`src/rtl/rot_alu_pkg.sv`:
```
package rot_alu_pkg;

    localparam int FN_W   = 3;
    localparam int ROT_W  = 2;
    localparam int SKIP_W = 2;

    typedef enum logic [FN_W-1:0] {
        FN_ADD = 3'd0,
        FN_SUB = 3'd1,
        FN_AND = 3'd2,
        FN_INC = 3'd3,
        FN_DEC = 3'd4
    } fn_e;

    typedef enum logic [ROT_W-1:0] {
        ROT_NONE = 2'd0,
        ROT_ONE  = 2'd1,
        ROT_BYTE = 2'd2,
        ROT_HALF = 2'd3
    } rot_e;

    typedef enum logic [SKIP_W-1:0] {
        SK_NEVER = 2'd0,
        SK_NEG   = 2'd1,
        SK_ZERO  = 2'd2,
        SK_RSVD  = 2'd3
    } skip_e;

endpackage

```
`src/rtl/rot_alu_fn.sv`:
```
module rot_alu_fn
    import rot_alu_pkg::*;
#(
    parameter int W = 32
) (
    input  logic [W-1:0]    a,
    input  logic [W-1:0]    b,
    input  logic [FN_W-1:0] fn,
    output logic [W-1:0]    raw
);

    localparam logic [W-1:0] ONE = W'(1);

    always_comb begin
        unique case (fn)
            FN_ADD:  raw = a + b;
            FN_SUB:  raw = a - b;
            FN_AND:  raw = a & b;
            FN_INC:  raw = a + ONE;
            FN_DEC:  raw = a - ONE;
            default: raw = '0;
        endcase
    end

    // Cross-checks by inverse operations
    logic [W-1:0] back_sum;
    logic [W-1:0] back_step;
    always_comb begin
        back_sum  = raw + b;
        back_step = raw - a;
        if (fn == FN_SUB) begin
            p_sub_inverse_r2: assert (back_sum == a);
        end
        if (fn == FN_INC) begin
            p_inc_step_r4: assert (back_step == ONE);
        end
        if (fn == FN_DEC) begin
            p_dec_step_r5: assert (back_step == '1);
        end
        if (fn == FN_AND) begin
            p_and_subset_r3: assert ((raw & ~a) == '0 && (raw & ~b) == '0);
        end
    end

endmodule

```
`src/rtl/rot_alu_ror.sv`:
```
module rot_alu_ror
    import rot_alu_pkg::*;
#(
    parameter int W    = 32,
    parameter int AMT1 = 1,
    parameter int AMT2 = 8,
    parameter int AMT3 = 16
) (
    input  logic [W-1:0]     din,
    input  logic [ROT_W-1:0] sel,
    output logic [W-1:0]     dout
);

    localparam int NWAY = 1 << ROT_W;

    function automatic int amt_of(int k);
        case (k)
            1:       return AMT1;
            2:       return AMT2;
            3:       return AMT3;
            default: return 0;
        endcase
    endfunction

    logic [W-1:0] way [NWAY];

    for (genvar k = 0; k < NWAY; k++) begin : g_way
        localparam int AMT = amt_of(k);
        if (AMT == 0) begin : g_pass
            assign way[k] = din;
        end else begin : g_turn
            assign way[k] = {din[AMT-1:0], din[W-1:AMT]};
        end
    end

    assign dout = way[sel];

    always_comb begin
        p_rot_keeps_bits_r7: assert ($countones(dout) == $countones(din));
        if (sel == ROT_NONE) begin
            p_rot_none_r7: assert (dout == din);
        end
        if (sel == ROT_ONE) begin
            p_rot_one_lsb_r7: assert (dout[W-1] == din[0]);
        end
    end

endmodule

```
`src/rtl/rot_alu_skip.sv`:
```
module rot_alu_skip
    import rot_alu_pkg::*;
#(
    parameter int W = 32
) (
    input  logic [W-1:0]      raw,
    input  logic [SKIP_W-1:0] sel,
    output logic              skip
);

    logic is_neg;
    logic is_zero;

    assign is_neg  = raw[W-1];
    assign is_zero = (raw == '0);

    always_comb begin
        unique case (sel)
            SK_NEG:  skip = is_neg;
            SK_ZERO: skip = is_zero;
            default: skip = 1'b0;
        endcase
    end

    always_comb begin
        if (sel == SK_NEVER || sel == SK_RSVD) begin
            p_skip_never_r10: assert (!skip);
        end
        if (skip && sel == SK_NEG) begin
            p_skip_neg_r8: assert ($signed(raw) < 0);
        end
        if (skip && sel == SK_ZERO) begin
            p_skip_zero_r9: assert ($countones(raw) == 0);
        end
    end

endmodule

```
`src/rtl/rot_alu.sv`:
```
module rot_alu
    import rot_alu_pkg::*;
#(
    parameter int W = 32
) (
    input  logic [W-1:0]      opa,
    input  logic [W-1:0]      opb,
    input  logic [FN_W-1:0]   fn_sel,
    input  logic [ROT_W-1:0]  rot_sel,
    input  logic [SKIP_W-1:0] skip_sel,
    output logic [W-1:0]      result,
    output logic              skip
);

    logic [W-1:0] raw;

    rot_alu_fn #(.W(W)) u_fn (
        .a   (opa),
        .b   (opb),
        .fn  (fn_sel),
        .raw (raw)
    );

    rot_alu_ror #(.W(W), .AMT1(1), .AMT2(8), .AMT3(16)) u_ror (
        .din  (raw),
        .sel  (rot_sel),
        .dout (result)
    );

    rot_alu_skip #(.W(W)) u_skip (
        .raw  (raw),
        .sel  (skip_sel),
        .skip (skip)
    );

    always_comb begin
        if (fn_sel > FN_DEC) begin
            p_unused_fn_zero_r6: assert (result == '0);
        end
        if (skip_sel == SK_NEG && rot_sel != ROT_NONE) begin
            p_skip_prerot_r11: assert (skip == raw[W-1]);
        end
    end

endmodule

```
`config.mk`:
```
export PLATFORM = sky130hd
export DESIGN_NAME = rot_alu
export DESIGN_NICKNAME = d
export VERILOG_FILES = /design/src/rtl/rot_alu_pkg.sv /design/src/rtl/rot_alu_fn.sv /design/src/rtl/rot_alu_ror.sv /design/src/rtl/rot_alu_skip.sv /design/src/rtl/rot_alu.sv
export SDC_FILE = /design/constraint.sdc
export NUM_CORES = 1
export LEC_CHECK = 0
export CAP_MARGIN = 25
export CELL_PAD_IN_SITES_DETAIL_PLACEMENT = 1
export CELL_PAD_IN_SITES_GLOBAL_PLACEMENT = 1
export CORE_MARGIN = 4
export CORE_UTILIZATION = 29
export DETAILED_ROUTE_END_ITERATION = 12
export GPL_TIMING_DRIVEN = 0
export PLACE_DENSITY = 0.76
export RECOVER_POWER = 50
export SLEW_MARGIN = 10
export SYNTH_ARGS = -nofsm -noshare
export SYNTH_HDL_FRONTEND = slang
export SYNTH_SLANG_ARGS = --single-unit
```
`constraint.sdc`:
```
create_clock -name vclk -period 17.06
set_clock_uncertainty 0.05 [all_clocks]
set_input_delay 2.559 -clock vclk [all_inputs]
set_output_delay 2.559 -clock vclk [all_outputs]
set_load 0.03 [all_outputs]
```
==> metrics, run 1 <==
largest net degree at the start of global routing=11; Antenna Cells=0; Tcrit/Tclk final=0.696; initial antenna violation count=0; drt initial violations=496; RSZ-0062 raised after global routing=no; clkbuf count=0; first-pass GRT wire length=32.8 mm; GPL Wtd Cong=0.941; DRC violation count after routing=0; Pint=0.000116 W; Max-cap violations=0; synth top area cells=ha_1, o21a_1, a21oi_1; PostCTS Resize Cnt=0; CP required=14450 ps; synthesized-area fraction occupied by adder cells=0.100; DPL Wire Length=17.4 mm; final max-slew violation count=0; Fmax=roughly 84 MHz; register area share after synthesis=0; initial core utilization=0.301; Setup WS post-layout=5190 ps; IO Pins=104; Synth Net Count=775; sequential cell count=0; yosys warns=0; Setup crit end kind=output pin; vias in the first global route=5812; crit path time final=11870 ps; postcts setup bufs=0; main combinational cell family by area after synthesis=compound AO/OA/AOI/OAI gates; synthesized cell area=roughly 4400 µm²; top-count cell post-synth=nand2_1; Antenna Nets Post-Route=0; multiplexer share of the synthesized area=0.0712; Port Buffer Count=97; xor/xnor share of the synthesized area=0.0926; layout cells sized above 1=0.0417; Final nets=875; FP Rows=44; DR vias/cell=around 6.2; status=finished, final reports clean; core box area=14800 µm²; complex-gate fraction of the synthesized area=0.399; slew margin rel.=0.398; Setup TNS=0 ps; P per Cell Area=between 50 and 60 nW/µm²; leading area contributor after synthesis=ha_1; Worst Path Max Fanout=9; Tot GR Track Use=0.226; Peak VDD IR=approximately 0.000021 V; Leakage=approximately 2.0 nW; die footprint=roughly 17000 µm²; Hold Startpoint=rot_sel[0]; crit start category=input pin; Die Ht=132 µm; Cells after Synth=669; Post-CTS Hold Buffers=0; via count=between 5000 and 6000; NetSw=between 0.00015 and 0.0002 W; final WL=20.9 mm; global route overflow=0; P&R area growth vs syn=27.1%; number of library cell types mapped by synthesis=73; Chip Width=between 100 and 150 µm; sw frac=0.605; post-synth top area share=0.0957; final setup fails=0; Clock Power Share=0; Post-Synth Simple-Gate Area=0.276; worst slew pin tran=around 900 ps; wire length per cell=22.0 µm; Gate power share=1.000; Final Hold Vio Count=0; DP Worst Slack=roughly 5300 ps; storage element area=0 µm²; Worst EP arrival=9260 ps; syn_area_per_cell=~6.6 µm²; CP Launch Point=opb[3]; top cells by count, synth=nand2_1, a21oi_1, nor2_1; TritonRoute pass-1 iters=5; Reg power frac=0; CP Class=input pin to output pin; Hold Path Class=input pin to output pin
area by class of cell:
cell class / count / area, µm²
repair buffers: 98 / 976
fillers: 1889 / 9100
multi-input cells: 605 / 4180
inverters: 15 / 56.3
well taps: 184 / 230
plain buffers: 49 / 214
per-layer routing:
| layer | vias to the layer above | global-route usage | wire [µm] |
|---|---|---|---|
| met2 | 233 | 0.380 | 9570 |
| met5 | - | 0 | 0 |
| met4 | 0 | 0.0408 | 431 |
| met3 | 25 | 0.0252 | 1330 |
| met1 | 2840 | 0.314 | 9610 |
| li1 | 2752 | - | - |
worst max-delay path, stage by stage:
cell,delay [ps]
clkdlybuf4s50_1,520
or3_1,450
or3_1,310
clkbuf_1,230
nor3b_1,340
nor2b_1,220
inv_1,140
or4_1,500
xor2_1,150
o22ai_1,170
ha_1,260
clkbuf_1,220
a211oi_1,320
nand2_1,80
o21ai_0,420
nand3_1,140
a21oi_1,240
o41ai_1,160
nor4b_1,370
a311o_1,280
nand2_1,120
a32oi_1,340
clkdlybuf4s50_1,730
through the flow:
stage | utilization | cells | hold slack, ps | total power (W) | instance area (µm²)
2_1_floorplan | - | 669 | 5460 | 0.000188 | 4450
3_3_place_gp | 0.383 | 950 | 6150 | 0.000288 | 5650
3_5_place_dp | 0.383 | 950 | 6180 | 0.000292 | 5650
4_1_cts | 0.383 | 950 | 6180 | 0.000293 | 5650
5_1_grt | 0.383 | 951 | 6310 | 0.000315 | 5650
6_report | 0.383 | 951 | 6280 | 0.000294 | 5650
power by group through the flow:
stage	sequential [W]	clock [W]	combinational, W
floorplan	0	0	0.000188
global placement	0	0	0.000288
detailed placement	0	0	0.000292
CTS	0	0	0.000293
global route	0	0	0.000315
finish	0	0	0.000294
cells by family after synthesis:
kind of cell,Yosys count
multiplexers,18
AND/OR/NAND/NOR,241
XOR/XNOR,47
adder cells (fa/ha/maj),35
AO/OA/AOI/OAI,264
buffers and inverters,64
placed cells by master (no fill, tap or decap), types with 6 or more instances in the layout:
| master | synthesis | routed |
|---|---|---|
| mux4_2 | 9 | 9 |
| a22oi_1 | 8 | 8 |
| or3_1 | 7 | 7 |
| dlygate4sd3_1 | 0 | 16 |
| nand4_1 | 8 | 8 |
| clkdlybuf4s50_1 | 0 | 81 |
| xor2_1 | 25 | 25 |
| inv_1 | 13 | 13 |
| ha_1 | 34 | 34 |
| and2_1 | 10 | 10 |
| xnor2_1 | 22 | 22 |
| nor4_1 | 9 | 9 |
| a21oi_1 | 55 | 55 |
| o21a_1 | 40 | 40 |
| a211oi_1 | 11 | 11 |
| clkbuf_1 | 39 | 39 |
| o21ai_0 | 40 | 40 |
| o211ai_1 | 9 | 9 |
| a21o_1 | 11 | 11 |
| nand2b_1 | 18 | 18 |
| a32oi_1 | 9 | 9 |
| and3_1 | 11 | 11 |
| nand2_1 | 65 | 65 |
| a31oi_1 | 9 | 9 |
| nor2b_1 | 6 | 6 |
| nor3_1 | 12 | 12 |
| nand3_1 | 23 | 23 |
| nor2_1 | 49 | 49 |
| o22ai_1 | 31 | 31 |
path summary, 6_finish.rpt:
| kind | to | slack, ps | cells after the start |
|---|---|---|---|
| max | result[15] | 5190 | 23 |
| min | result[28] | 6280 | 5 |
Power figures use the tool's default switching activity.
==> run 2, diff against run 1 <==
- PLACE_DENSITY: 0.76 -> 0.78
- clock period: 17.06 -> 9.91 ns (I/O delays scaled with it)
==> run 2 against run 1 <==
  * Core utilization up 0.085 points
  * Sequential cell count is the same
  * Die area stayed put
  * Largest cell class unchanged
  * Worst hold slack worse by 2300 ps
  * Critical path type unchanged
==> metrics, run 2 (synthesized netlist as in run 1, its figures left out) <==
Reg power frac=0 (unchanged); layout cells sized above 1=0.0443 (+0.00261); clkbuf count=0 (unchanged); global route overflow=0 (unchanged); Gate power share=1.000 (about the same); Clock Power Share=0 (unchanged); final WL=20.9 mm (-0.40%); Setup crit end kind=output pin; Max-cap violations=0 (unchanged); final setup fails=0 (unchanged); Tcrit/Tclk final=0.956; top sig layer=met4; Die Ht=132 µm (unchanged); Fmax=106 MHz; sw frac=0.605 (about the same); Pint=0.000200 W (+73%); storage element area=0 µm² (unchanged); crit path time final=9470 ps; Placed Area=5650 µm² (unchanged); NetSw=0.000307 W (+73%); CP Class=input pin to output pin; postcts setup bufs=0 (unchanged); first-pass GRT wire length=32.6 mm (-0.55%); sequential cell count=0 (unchanged); DP Worst Slack=212 ps (-5110 ps); CP max-delay cell=clkdlybuf4s50_1; IO Pins=104 (unchanged); crit start category=input pin; Antenna Cells=0 (unchanged); via count=5872 (+0.38%); most frequent cells in the layout=clkdlybuf4s50_1, nand2_1, a21oi_1, nor2_1; P&R area growth vs syn=27.4%; met3 WL post-DR=1.23 mm (-7.7%); slew margin rel.=0.408 (+0.0102); vias in the first global route=5901 (+1.5%); Peak VDD IR=0.0000309 V (+47%); Tot GR Track Use=0.226 (about the same); Non-Filler Instances=951 (unchanged); Setup TNS=0 ps (unchanged); Final nets=875 (unchanged); Hold Path Class=input pin to output pin; die footprint=17400 µm² (unchanged); met1 WL=9.50 mm (-1.1%); P per Cell Area=89.6 nW/µm² (+73%); Leakage=2.06 nW (+0.86%); initial antenna violation count=0 (unchanged); commonest non-fill, non-tap cell in the layout=clkdlybuf4s50_1; Port Buffer Count=97 (unchanged); largest net degree at the start of global routing=11 (unchanged); Setup WS post-layout=435 ps (-4750 ps); wire length per cell=21.9 µm (-0.40%); GPL Wtd Cong=0.928 (-1.4%); initial core utilization=0.301 (unchanged); RSZ-0062 raised after global routing=no; drt initial violations=453 (-8.7%); status=finished, final reports clean; Worst EP arrival=7940 ps (-1320 ps); core box area=14800 µm² (unchanged); TritonRoute pass-1 iters=7 (+2); DPL Wire Length=17.3 mm (-1.0%); placed instance count=950 (unchanged); Antenna Nets Post-Route=0 (unchanged); FP Rows=44 (unchanged); Chip Width=132 µm (unchanged); final max-slew violation count=0 (unchanged); Worst Path Max Fanout=9 (unchanged); DR vias/cell=6.17 (+0.38%); met2 wire length=9.61 mm (+0.32%); CP required=8370 ps (-6080 ps); worst slew pin tran=879 ps (-15.1 ps); CP max stage delay=670 ps (-60 ps); Final Cell Area=5670 µm² (+0.22%); crit-path cells=clkdlybuf4s50_1 > or4_1 > nor3_1 > nor3b_2 > nor2b_1 > inv_1 > or4_1 > xor2_1 > o22ai_1 > ha_1 > clkbuf_1 > nand2_1 > o21ai_0 > o22ai_1 > a21oi_1 > xnor2_1 > o21ai_0 > mux4_2 > clkdlybuf4s50_1; Final Hold Vio Count=0 (unchanged); DRC violation count after routing=0 (unchanged)
[run 2: critical path, delay by kind of cell]
| family | cells | cell delay [ps] |
|---|---|---|
| simple gates | 6 | 2000 |
| mux | 1 | 380 |
| fa+ha+maj | 1 | 310 |
| xor+xnor | 2 | 260 |
| buf+inv | 4 | 1680 |
| compound gates | 5 | 1820 |
[run 2: repair_timing]
action                     4_1_cts  5_1_grt
setup endpoints to repair        0       14
gates resized for setup          0        4
hold buffers                     0        0
[run 2: path summary, 6_finish.rpt]
check	start	cells after the start	endpoint	slack, ps
setup / recovery	opb[8]	19	result[10]	440
hold / removal	skip_sel[0]	5	skip	3960
[run 2: metal layers]
layer  vias up  GRT usage
met3        37     0.0286
met2       204      0.381
li1       2758          -
met4         0     0.0525
met1      2873      0.307
met5         -          0
[run 2: layout make-up]
| type | count | area, µm² |
|---|---|---|
| fill | 1937 | 9090 |
| multi-input combinational | 605 | 4190 |
| timing repair buffer | 98 | 978 |
| tap | 184 | 230 |
| buffer | 49 | 214 |
| inverter | 15 | 56.3 |
[run 2: power by group through the flow]
stage	clock (W)	sequential, W	combinational, W
global route	0	0	0.000544
finish	0	0	0.000508
CTS	0	0	0.000504
floorplan	0	0	0.000323
detailed placement	0	0	0.000501
global placement	0	0	0.000496
[run 2: through the flow]
step	hold slack [ps]	util	total power [W]
CTS	4030	0.383	0.000504
detailed placement	4030	0.383	0.000501
global placement	4010	0.383	0.000496
floorplan	3320	-	0.000323
finish	3960	0.384	0.000508
global route	4010	0.384	0.000544
